`src/rtl/mmap_pkg.sv`:
```
package mmap_pkg;

    localparam int unsigned AW = 32;
    localparam logic [11:0] PPB_PAGE = 12'hE00;
    localparam logic [19:0] SCS_PAGE = 20'hE000E;

    typedef enum logic [1:0] {
        MK_NORMAL = 2'd0,
        MK_DEVICE = 2'd1,
        MK_STRONG = 2'd2,
        MK_NONE   = 2'd3
    } mem_kind_e;

    typedef enum logic [1:0] {
        CP_NONE = 2'd0,
        CP_WT   = 2'd1,
        CP_WBWA = 2'd2
    } cache_pol_e;

    typedef enum logic [3:0] {
        RG_CODE, RG_SRAM, RG_PERIPH, RG_RAM_WB, RG_RAM_WT,
        RG_DEV_SH, RG_DEV_NSH, RG_PPB, RG_RESV
    } region_e;

    typedef enum logic [1:0] {
        RS_OPEN, RS_FWD, RS_ERR1, RS_ERR2
    } resp_state_e;

    typedef struct packed {
        mem_kind_e  kind;
        logic       xn;
        cache_pol_e cpol;
        logic       shared;
    } region_attr_t;

    typedef struct packed {
        logic [AW-1:0] addr;
        logic [2:0]    size;
        logic          fetch;
        logic          priv;
        logic          write;
    } bus_req_t;

    typedef struct packed {
        logic no_exec;
        logic misalign;
        logic no_priv;
        logic unmapped;
    } fault_t;

    function automatic region_e region_of(input logic [AW-1:0] a);
        region_e r;
        unique case (a[31:29])
            3'd0:    r = RG_CODE;
            3'd1:    r = RG_SRAM;
            3'd2:    r = RG_PERIPH;
            3'd3:    r = RG_RAM_WB;
            3'd4:    r = RG_RAM_WT;
            3'd5:    r = RG_DEV_SH;
            3'd6:    r = RG_DEV_NSH;
            default: r = (a[31:20] == PPB_PAGE) ? RG_PPB : RG_RESV;
        endcase
        return r;
    endfunction

    function automatic region_attr_t attr_of(input region_e r);
        region_attr_t t;
        t = '{kind: MK_NONE, xn: 1'b1, cpol: CP_NONE, shared: 1'b0};
        unique case (r)
            RG_CODE:    t = '{kind: MK_NORMAL, xn: 1'b0, cpol: CP_WT,   shared: 1'b0};
            RG_SRAM:    t = '{kind: MK_NORMAL, xn: 1'b0, cpol: CP_WBWA, shared: 1'b0};
            RG_PERIPH:  t = '{kind: MK_DEVICE, xn: 1'b1, cpol: CP_NONE, shared: 1'b0};
            RG_RAM_WB:  t = '{kind: MK_NORMAL, xn: 1'b0, cpol: CP_WBWA, shared: 1'b0};
            RG_RAM_WT:  t = '{kind: MK_NORMAL, xn: 1'b0, cpol: CP_WT,   shared: 1'b0};
            RG_DEV_SH:  t = '{kind: MK_DEVICE, xn: 1'b1, cpol: CP_NONE, shared: 1'b1};
            RG_DEV_NSH: t = '{kind: MK_DEVICE, xn: 1'b1, cpol: CP_NONE, shared: 1'b0};
            RG_PPB:     t = '{kind: MK_STRONG, xn: 1'b1, cpol: CP_NONE, shared: 1'b1};
            default:    t = '{kind: MK_NONE,   xn: 1'b1, cpol: CP_NONE, shared: 1'b0};
        endcase
        return t;
    endfunction

    function automatic logic misaligned(input logic [1:0] lsb, input logic [2:0] size);
        logic m;
        unique case (size)
            3'd0:    m = 1'b0;
            3'd1:    m = lsb[0];
            3'd2:    m = |lsb;
            default: m = 1'b1;
        endcase
        return m;
    endfunction

endpackage

```
`src/rtl/mmap_region_decode.sv`:
```
module mmap_region_decode
    import mmap_pkg::*;
(
    input  logic [AW-1:0] addr,
    output region_e       region,
    output region_attr_t  attr
);
    always_comb begin
        region = region_of(addr);
        attr   = attr_of(region);
    end
endmodule

```
`src/rtl/mmap_window_match.sv`:
```
module mmap_window_match
    import mmap_pkg::*;
#(
    parameter int unsigned NUM_WIN = 4,
    parameter logic [NUM_WIN-1:0][31:0] WIN_BASE = '0,
    parameter logic [NUM_WIN-1:0][5:0]  WIN_LOG2 = '0
)(
    input  logic [AW-1:0] addr,
    output logic          any_hit
);
    logic [NUM_WIN-1:0] hit;

    for (genvar i = 0; i < NUM_WIN; i++) begin : g_win
        localparam logic [31:0] SPAN = (32'h1 << WIN_LOG2[i]) - 32'h1;
        localparam logic [31:0] KEEP = ~SPAN;
        assign hit[i] = ((addr ^ WIN_BASE[i]) & KEEP) == 32'h0;
    end

    assign any_hit = |hit;
endmodule

```
`src/rtl/mmap_rule_eval.sv`:
```
module mmap_rule_eval
    import mmap_pkg::*;
(
    input  bus_req_t     req,
    input  region_e      region,
    input  region_attr_t attr,
    input  logic         win_hit,
    output fault_t       fault,
    output logic         illegal
);
    always_comb begin
        fault.no_exec  = req.fetch & (attr.xn | req.write);
        fault.misalign = misaligned(req.addr[1:0], req.size);
        fault.no_priv  = ~req.priv & (req.addr[31:12] == SCS_PAGE);
        fault.unmapped = (region == RG_RESV) | ((region != RG_PPB) & ~win_hit);
        illegal        = |fault;
    end
endmodule

```
`src/rtl/mmap_resp_fsm.sv`:
```
module mmap_resp_fsm
    import mmap_pkg::*;
(
    input  logic clk,
    input  logic rst,
    input  logic active,
    input  logic illegal,
    input  logic slv_ready,
    input  logic slv_resp,
    output logic ready,
    output logic resp,
    output logic accept
);
    resp_state_e st_q, st_d;

    always_comb begin
        unique case (st_q)
            RS_OPEN: begin ready = 1'b1;      resp = 1'b0;     end
            RS_FWD:  begin ready = slv_ready; resp = slv_resp; end
            RS_ERR1: begin ready = 1'b0;      resp = 1'b1;     end
            default: begin ready = 1'b1;      resp = 1'b1;     end
        endcase
        accept = ready & active;
    end

    always_comb begin
        st_d = st_q;
        if (st_q == RS_ERR1)
            st_d = RS_ERR2;
        else if (ready)
            st_d = accept ? (illegal ? RS_ERR1 : RS_FWD) : RS_OPEN;
    end

    always_ff @(posedge clk) begin
        if (rst) st_q <= RS_OPEN;
        else     st_q <= st_d;
    end
endmodule

```
`src/rtl/mmap_guard.sv`:
```
module mmap_guard
    import mmap_pkg::*;
#(
    parameter int unsigned NUM_WIN = 4,
    parameter logic [NUM_WIN-1:0][31:0] WIN_BASE =
        {32'hA000_0000, 32'h4000_0000, 32'h2000_0000, 32'h0000_0000},
    parameter logic [NUM_WIN-1:0][5:0]  WIN_LOG2 =
        {6'd12, 6'd16, 6'd15, 6'd17}
)(
    input  logic        clk,
    input  logic        rst,
    input  logic [1:0]  htrans_i,
    input  logic [31:0] haddr_i,
    input  logic [2:0]  hsize_i,
    input  logic        fetch_i,
    input  logic        priv_i,
    input  logic        write_i,
    input  logic        slv_ready_i,
    input  logic        slv_resp_i,
    output logic        hready_o,
    output logic        hresp_o,
    output logic        fwd_sel_o,
    output logic [1:0]  attr_kind_o,
    output logic        attr_xn_o,
    output logic [1:0]  attr_cache_o,
    output logic        attr_shared_o
);
    bus_req_t     req;
    region_e      region;
    region_attr_t attr;
    fault_t       fault;
    logic         win_hit, illegal, active, accept;

    assign req    = '{addr: haddr_i, size: hsize_i, fetch: fetch_i,
                      priv: priv_i, write: write_i};
    assign active = htrans_i[1];

    mmap_region_decode u_dec (
        .addr   (haddr_i),
        .region (region),
        .attr   (attr)
    );

    mmap_window_match #(
        .NUM_WIN  (NUM_WIN),
        .WIN_BASE (WIN_BASE),
        .WIN_LOG2 (WIN_LOG2)
    ) u_win (
        .addr    (haddr_i),
        .any_hit (win_hit)
    );

    mmap_rule_eval u_rule (
        .req     (req),
        .region  (region),
        .attr    (attr),
        .win_hit (win_hit),
        .fault   (fault),
        .illegal (illegal)
    );

    mmap_resp_fsm u_fsm (
        .clk       (clk),
        .rst       (rst),
        .active    (active),
        .illegal   (illegal),
        .slv_ready (slv_ready_i),
        .slv_resp  (slv_resp_i),
        .ready     (hready_o),
        .resp      (hresp_o),
        .accept    (accept)
    );

    assign fwd_sel_o     = accept & ~illegal;
    assign attr_kind_o   = attr.kind;
    assign attr_xn_o     = attr.xn;
    assign attr_cache_o  = attr.cpol;
    assign attr_shared_o = attr.shared;
endmodule

```
`config.mk`:
```
export PLATFORM = sky130hd
export DESIGN_NAME = mmap_guard
export DESIGN_NICKNAME = d
export VERILOG_FILES = /design/src/rtl/mmap_pkg.sv /design/src/rtl/mmap_region_decode.sv /design/src/rtl/mmap_window_match.sv /design/src/rtl/mmap_rule_eval.sv /design/src/rtl/mmap_resp_fsm.sv /design/src/rtl/mmap_guard.sv
export SDC_FILE = /design/constraint.sdc
export NUM_CORES = 1
export LEC_CHECK = 0
export ABC_AREA = 1
export BUFFER_PORTS_ARGS = -buffer_cell sky130_fd_sc_hd__buf_2
export CORE_MARGIN = 1
export CORE_UTILIZATION = 34
export CTS_CLUSTER_DIAMETER = 150
export DETAILED_ROUTE_END_ITERATION = 8
export PLACE_DENSITY = 0.78
export SLEW_MARGIN = 20
export SYNTH_ARGS = -nofsm -noshare
export SYNTH_HDL_FRONTEND = slang
export SYNTH_SLANG_ARGS = --single-unit
export TNS_END_PERCENT = 1
```
`constraint.sdc`:
```
create_clock -name clk -period 1.7 [get_ports clk]
set_input_delay 0.17 -clock clk [delete_from_list [all_inputs] [get_ports clk]]
set_output_delay 0.17 -clock clk [all_outputs]
set_load 0.03 [all_outputs]
```
Word level (Yosys, flattened, before mapping)
Memory sizes are Yosys's and may differ from the RTL's.
Index checks and enable logic that the tools add are counted.
{"block": "totals", "mem_bits_ro": 48, "inputBits": 44, "reg_bits": 2, "word_cells": 50, "n_memories": 1, "out_inout_bits": 9}
{"block": "op_classes", "reduce_logical": 11, "eq_ne": 14, "n_mux": 10, "bitwise_logic": 13}
{"memory": "(no name shown)", "depth": 8, "word_bits": 6, "read_ports": 1, "rd_ports_with_merged_regs": 0, "wr": 0, "line_no": "mmap_pkg.sv:69", "source": "unique case (r)"}
{"operator": "$logic_not 32->1", "count": 4}
{"operator": "$pmux 4 s7", "count": 1}
{"operator": "$eq 20x20->1 const B", "count": 1}
{"operator": "$eq 12x12->1 const B", "count": 1}
{"operator": "$eq 3x2->1 const B", "count": 3}
{"operator": "$eq 3x3->1 const B", "count": 3}
{"operator": "$mux 2", "count": 4}
{"operator": "$reduce_or 4->1", "count": 2}
{"operator": "$eq 3x1->1 const B", "count": 2}
{"operator": "$logic_not 3->1", "count": 2}
{"operator": "$mux 6", "count": 1}
{"operator": "$and 1x1->1", "count": 5}
{"operator": "$not 1->1", "count": 5}
{"operator": "$eq 4x4->1 const B", "count": 1}
{"operator": "$mux 4", "count": 1}
{"operator": "$ne 4x3->1 const B", "count": 1}
{"operator": "$pmux 1 s2", "count": 2}
{"operator": "$pmux 1 s3", "count": 1}
{"operator": "$eq 2x1->1 const B", "count": 1}
{"operator": "$eq 2x2->1 const B", "count": 1}
{"operator": "$logic_not 2->1", "count": 1}
{"operator": "$not 2->2", "count": 1}
{"operator": "$or 1x1->1", "count": 2}
{"operator": "$reduce_bool 2->1", "count": 1}
{"operator": "$reduce_or 2->1", "count": 1}

Logic depth before layout (Yosys ltp)
An unclocked memory read counts as a cell.
{"block": "depth", "ltp_word": 12, "mapped_depth": 13, "depth_no_buf": 13}

Hierarchy
From an unflattened synthesis, not the netlist that was laid out.
{"block": "hier_totals", "cells_unflattened": 144, "area_unflattened_um2": 777.0}
{"module": "mmap_region_decode", "seq_area_each_um2": 0.0, "area_each_um2": 307.8, "instances": 1, "cells_per_inst": 43}
{"module": "mmap_rule_eval", "seq_area_each_um2": 0.0, "area_each_um2": 192.7, "instances": 1, "cells_per_inst": 45}
{"module": "mmap_window_match", "seq_area_each_um2": 0.0, "area_each_um2": 142.6, "instances": 1, "cells_per_inst": 35}
{"module": "mmap_resp_fsm", "seq_area_each_um2": 40.0, "area_each_um2": 123.9, "instances": 1, "cells_per_inst": 19}
{"module": "mmap_guard", "seq_area_each_um2": 0.0, "area_each_um2": 10.0, "instances": 1, "cells_per_inst": 2}

Worst setup path after synthesis
Ideal clock, no wire load.
{"block": "synth_timing", "kind": "input port to output port", "startpoint": "in haddr_i[22]", "endpoint": "out attr_kind_o[0]", "required_ns": 1.530, "n_path_buf": 0, "path_slack_ns": -0.155, "arrival_time_ns": 1.685, "stages": 10, "cell_sequence": "nor2_2 > nand2_2 > nor2_4 > nand2_2 > nand2_4 > inv_1 > nor2_1 > ha_1 > nor2_1 > o21ai_0"}
{"block": "synth_via", "elab_chain_cells": 5}
{"item": "from (decl)", "line_no": "mmap_guard.sv:13", "source": "input logic [31:0] haddr_i,"}
{"item": "$eq 12x12->1 *", "line_no": "mmap_pkg.sv:61", "source": "default: r = (a[31:20] == PPB_PAGE) ? RG_PPB : RG_RESV;"}
{"item": "$mux 4 *", "line_no": "mmap_pkg.sv:61"}
{"item": "$pmux 4 s7 *", "line_no": "mmap_pkg.sv:53", "source": "unique case (a[31:29])"}
{"item": "$mem_v2 8x6"}
{"item": "$mux 6 *", "line_no": "mmap_pkg.sv:69"}
{"item": "to (decl)", "line_no": "mmap_guard.sv:23", "source": "output logic [1:0] attr_kind_o,"}
Every way passes the cells marked *; elsewhere a longest branch is shown, timed or not.

Final worst setup path
{"block": "layout_timing", "startpoint": "in haddr_i[23]", "endpoint": "out attr_kind_o[0]"}
The elaborated chain is that of the path after synthesis.

==> summary.txt <==
Timing
  – Setup TNS: -0.137 ns
  – Fin Clk Skew: 0.00349 ns
  – Tmin final: 1.76 ns
  – Final WS setup: -0.0620 ns
  – Final setup vio count: 3
  – Max-slew violations: 0
  – Final worst path period share: 104%
  – RSZ-0062 raised after global routing: yes
  – Final Hold Vio Count: 0
  – Slew Limit Headroom: 86.0%
  – Slew @ Worst Pin: 0.209 ns
  – FMAX: 568 MHz

Clocking
  – Clock root buffer: clkbuf_4
  – Clock slew at reported path FFs: 0.03 ns
  – TritonCTS clock tree: yes
  – Clock Sinks: 2
  – Clk buf depth: 2
  – CTS Buf Count: 3
  – Clk_lat worst skew: 0.23 ns
  – # hold bufs at CTS: 0
  – H-tree depth: 1

Hold path
  – Min-Delay Path Class: in2reg
  – Worst min-delay path endpoint: u_fsm.st_q[0]
  – Hold Crit Depth: 2
  – HP Start: rst

Route
  – WL final: 1470 um
  – DR iter-0 viols: 6
  – Via count: 740
  – # DRC: 0
  – Vias per inst: 4.63
  – Wire per inst: 9.19 um
  – DR pass1 iterations: 4
  – ANT nets after route: 0

Yosys
  – Sequential share of the synthesized area: 7.77%
  – Mean Syn Cell Area: 5.43 um2
  – Yosys Warn Count: 0
  – Count leader, synth: nand2_1
  – Yosys reg bits: 2
  – Synthesized net count: 142
  – Top cell type's share of synthesized area: 16.0%
  – Post-synth top flop: dfxtp_1
  – Synth area leader: nand2_1
  – Gate Count Post-Synth: 95
  – Async set-reset flop share out of synthesis: 0%
  – Top post-synthesis cells by area: nand2_1, inv_1, nor2_1
  – Post-synth cell types: 17
  – Number of flops mapped to enable cells by yosys: 0
  – Top post-synthesis cells by count: nand2_1, inv_1, nor2_1
  – Synthesized cell area: 515 um2

Outcome
  – Status: complete, but fails checks
  – Failing checks: setup timing

Setup path
  – CP cell instances: buf_6 > nor2_2 > nand2_2 > nor2_4 > nand2_2 > nand2_4 > clkinvlp_4 > nor2_4 > buf_6 > ha_4 > nor2_2 > o21ai_1 > buf_4
  – Critical R2R Launch: u_fsm.st_q[1]
  – CP startpoint: haddr_i[23]
  – Crit-path slowest cell: nor2_4
  – Crit path DAT: 1.59 ns
  – CP Data Required Time: 1.53 ns
  – FF-to-FF path depth: 9
  – Delay-heaviest family, CP: simple AND/OR/NAND/NOR gates
  – Reg2Reg Setup Slack: 0.42 ns
  – Crit path capture type: output pin
  – CP max FO: 3
  – Largest stage delay, worst path: 0.18 ns
  – CP bufs+invs: 4
  – Kind of critical path: in2out
  – Startpoint Class: input pin
  – Worst R2R End: u_fsm.st_q[0]

Floorplanning
  – I/O Pins: 53
  – Core Box Area: 1350 um2
  – Die H: 40.9 um
  – Core Rows: 13
  – Starting density of the core: 38.2%
  – DIE WIDTH: 40.9 um
  – Die area: 1680 um2

GRT
  – First-pass GRT wire length: 2130 um
  – GRT overflow: 0
  – Initial antenna violation count: 0
  – Total Routing Usage GR: 18.9%
  – Largest net degree at the start of global routing: 7
  – Vias in the first global route: 582

Cells and area
  – Ant diodes: 0
  – Max FFs per register: 2
  – Nets: 194
  – Multi-input gate area: 459 um2
  – Proportion of layout cells with a drive suffix above 1: 57.2%
  – Biggest regs: u_fsm.st_q (2)
  – Area Growth Syn to Fin: 80.3%
  – # fillers: 118
  – Finished Cell Area: 930 um2
  – Reg area: 40.0 um2
  – Most flops, register: u_fsm.st_q

Job
  – # Max-Cap Violations: 0

Pwr
  – Power Total: 382 uW
  – P_leak: 0.000519 uW
  – Power per cell area: 411 nW/um2
  – Worst VDD drop: 0.214 mV

Placement
  – Place WS: -0.0390 ns
  – DP HPWL: 1140 um
  – Post-DP Area: 769 um2
  – GPL Wtd Cong: 0.832
  – Port Buffer Count: 41
-- metrics by stage --
| step | std cells | hold WS, ns | utilization [%] |
|---|---|---|---|
| 3_5_place_dp | 155 | 0.364 | 57.0 |
| 4_1_cts | 158 | 0.119 | 59.2 |
| 6_report | 160 | 0.122 | 68.9 |
| 3_3_place_gp | 155 | 0.360 | 57.0 |
| 5_1_grt | 160 | 0.126 | 68.9 |
| 2_1_floorplan | 95 | 0.232 | - |
-- cell families (layout without fill, tap and decap cells) --
logic type               count (synthesis)  in the layout  synth area share (%)
AO/OA/AOI/OAI                            7              7                  8.25
buffers and inverters                   23             73                  16.7
flip-flops                               2              2                  7.77
AND/OR/NAND/NOR                         60             60                  60.0
adder cells (fa/ha/maj)                  3              3                  7.28
-- layout by cell type (no fill, tap or decap) --
| master | n |
|---|---|
| nor3_1 | 3 |
| inv_1 | 17 |
| nand2_2 | 6 |
| clkinvlp_4 | 1 |
| dfxtp_1 | 2 |
| nand4_1 | 1 |
| nor2_1 | 8 |
| nand2_4 | 1 |
| o21ai_1 | 1 |
| ha_4 | 2 |
| buf_6 | 7 |
| buf_2 | 32 |
| nor2_2 | 3 |
| clkbuf_4 | 3 |
| inv_2 | 5 |
| nand3_1 | 6 |
| o21ai_0 | 4 |
| buf_4 | 8 |
| or2_2 | 1 |
| ha_2 | 1 |
| nand3_2 | 2 |
| nand2_1 | 20 |
| a21oi_2 | 2 |
| nor2_4 | 9 |
-- layer usage --
| metal | track usage, % | routed length, um |
|---|---|---|
| met1 | 19.2 | 543 |
| met3 | 1.63 | 72 |
| met4 | 10.0 | 17 |
| met2 | 36.7 | 838 |
| met5 | 0 | 0 |
-- worst max-delay path by stage --
stage,endpoint,cells after the start
floorplan,attr_kind_o[0],10
global placement,fwd_sel_o,14
detailed placement,fwd_sel_o,14
CTS,fwd_sel_o,14
global route,attr_kind_o[0],13
finish,attr_kind_o[0],13
-- power breakdown --
| group | total [uW] | switching, uW | internal [uW] |
|---|---|---|---|
| sequential | 53.9 | 1.99 | 51.9 |
| combinational | 216 | 122 | 93.1 |
| clock | 112 | 34.0 | 78.5 |
| total | 382 | 158 | 223 |
-- repair_timing --
action	CTS	global route
resized for setup	3	31
setup endpoints to repair	2	3
pin swaps	0	17
buffers inserted	0	2
-- cell type report --
class                           instances  area share [%]
Clock buffer                            3            2.42
Inverter                               23            9.69
Multi-Input combinational cell         70            49.4
Sequential cell                         2            4.31
Tap cell                               15            2.02
Timing Repair Buffer                   47            32.2
Power figures use the tool's default switching activity.
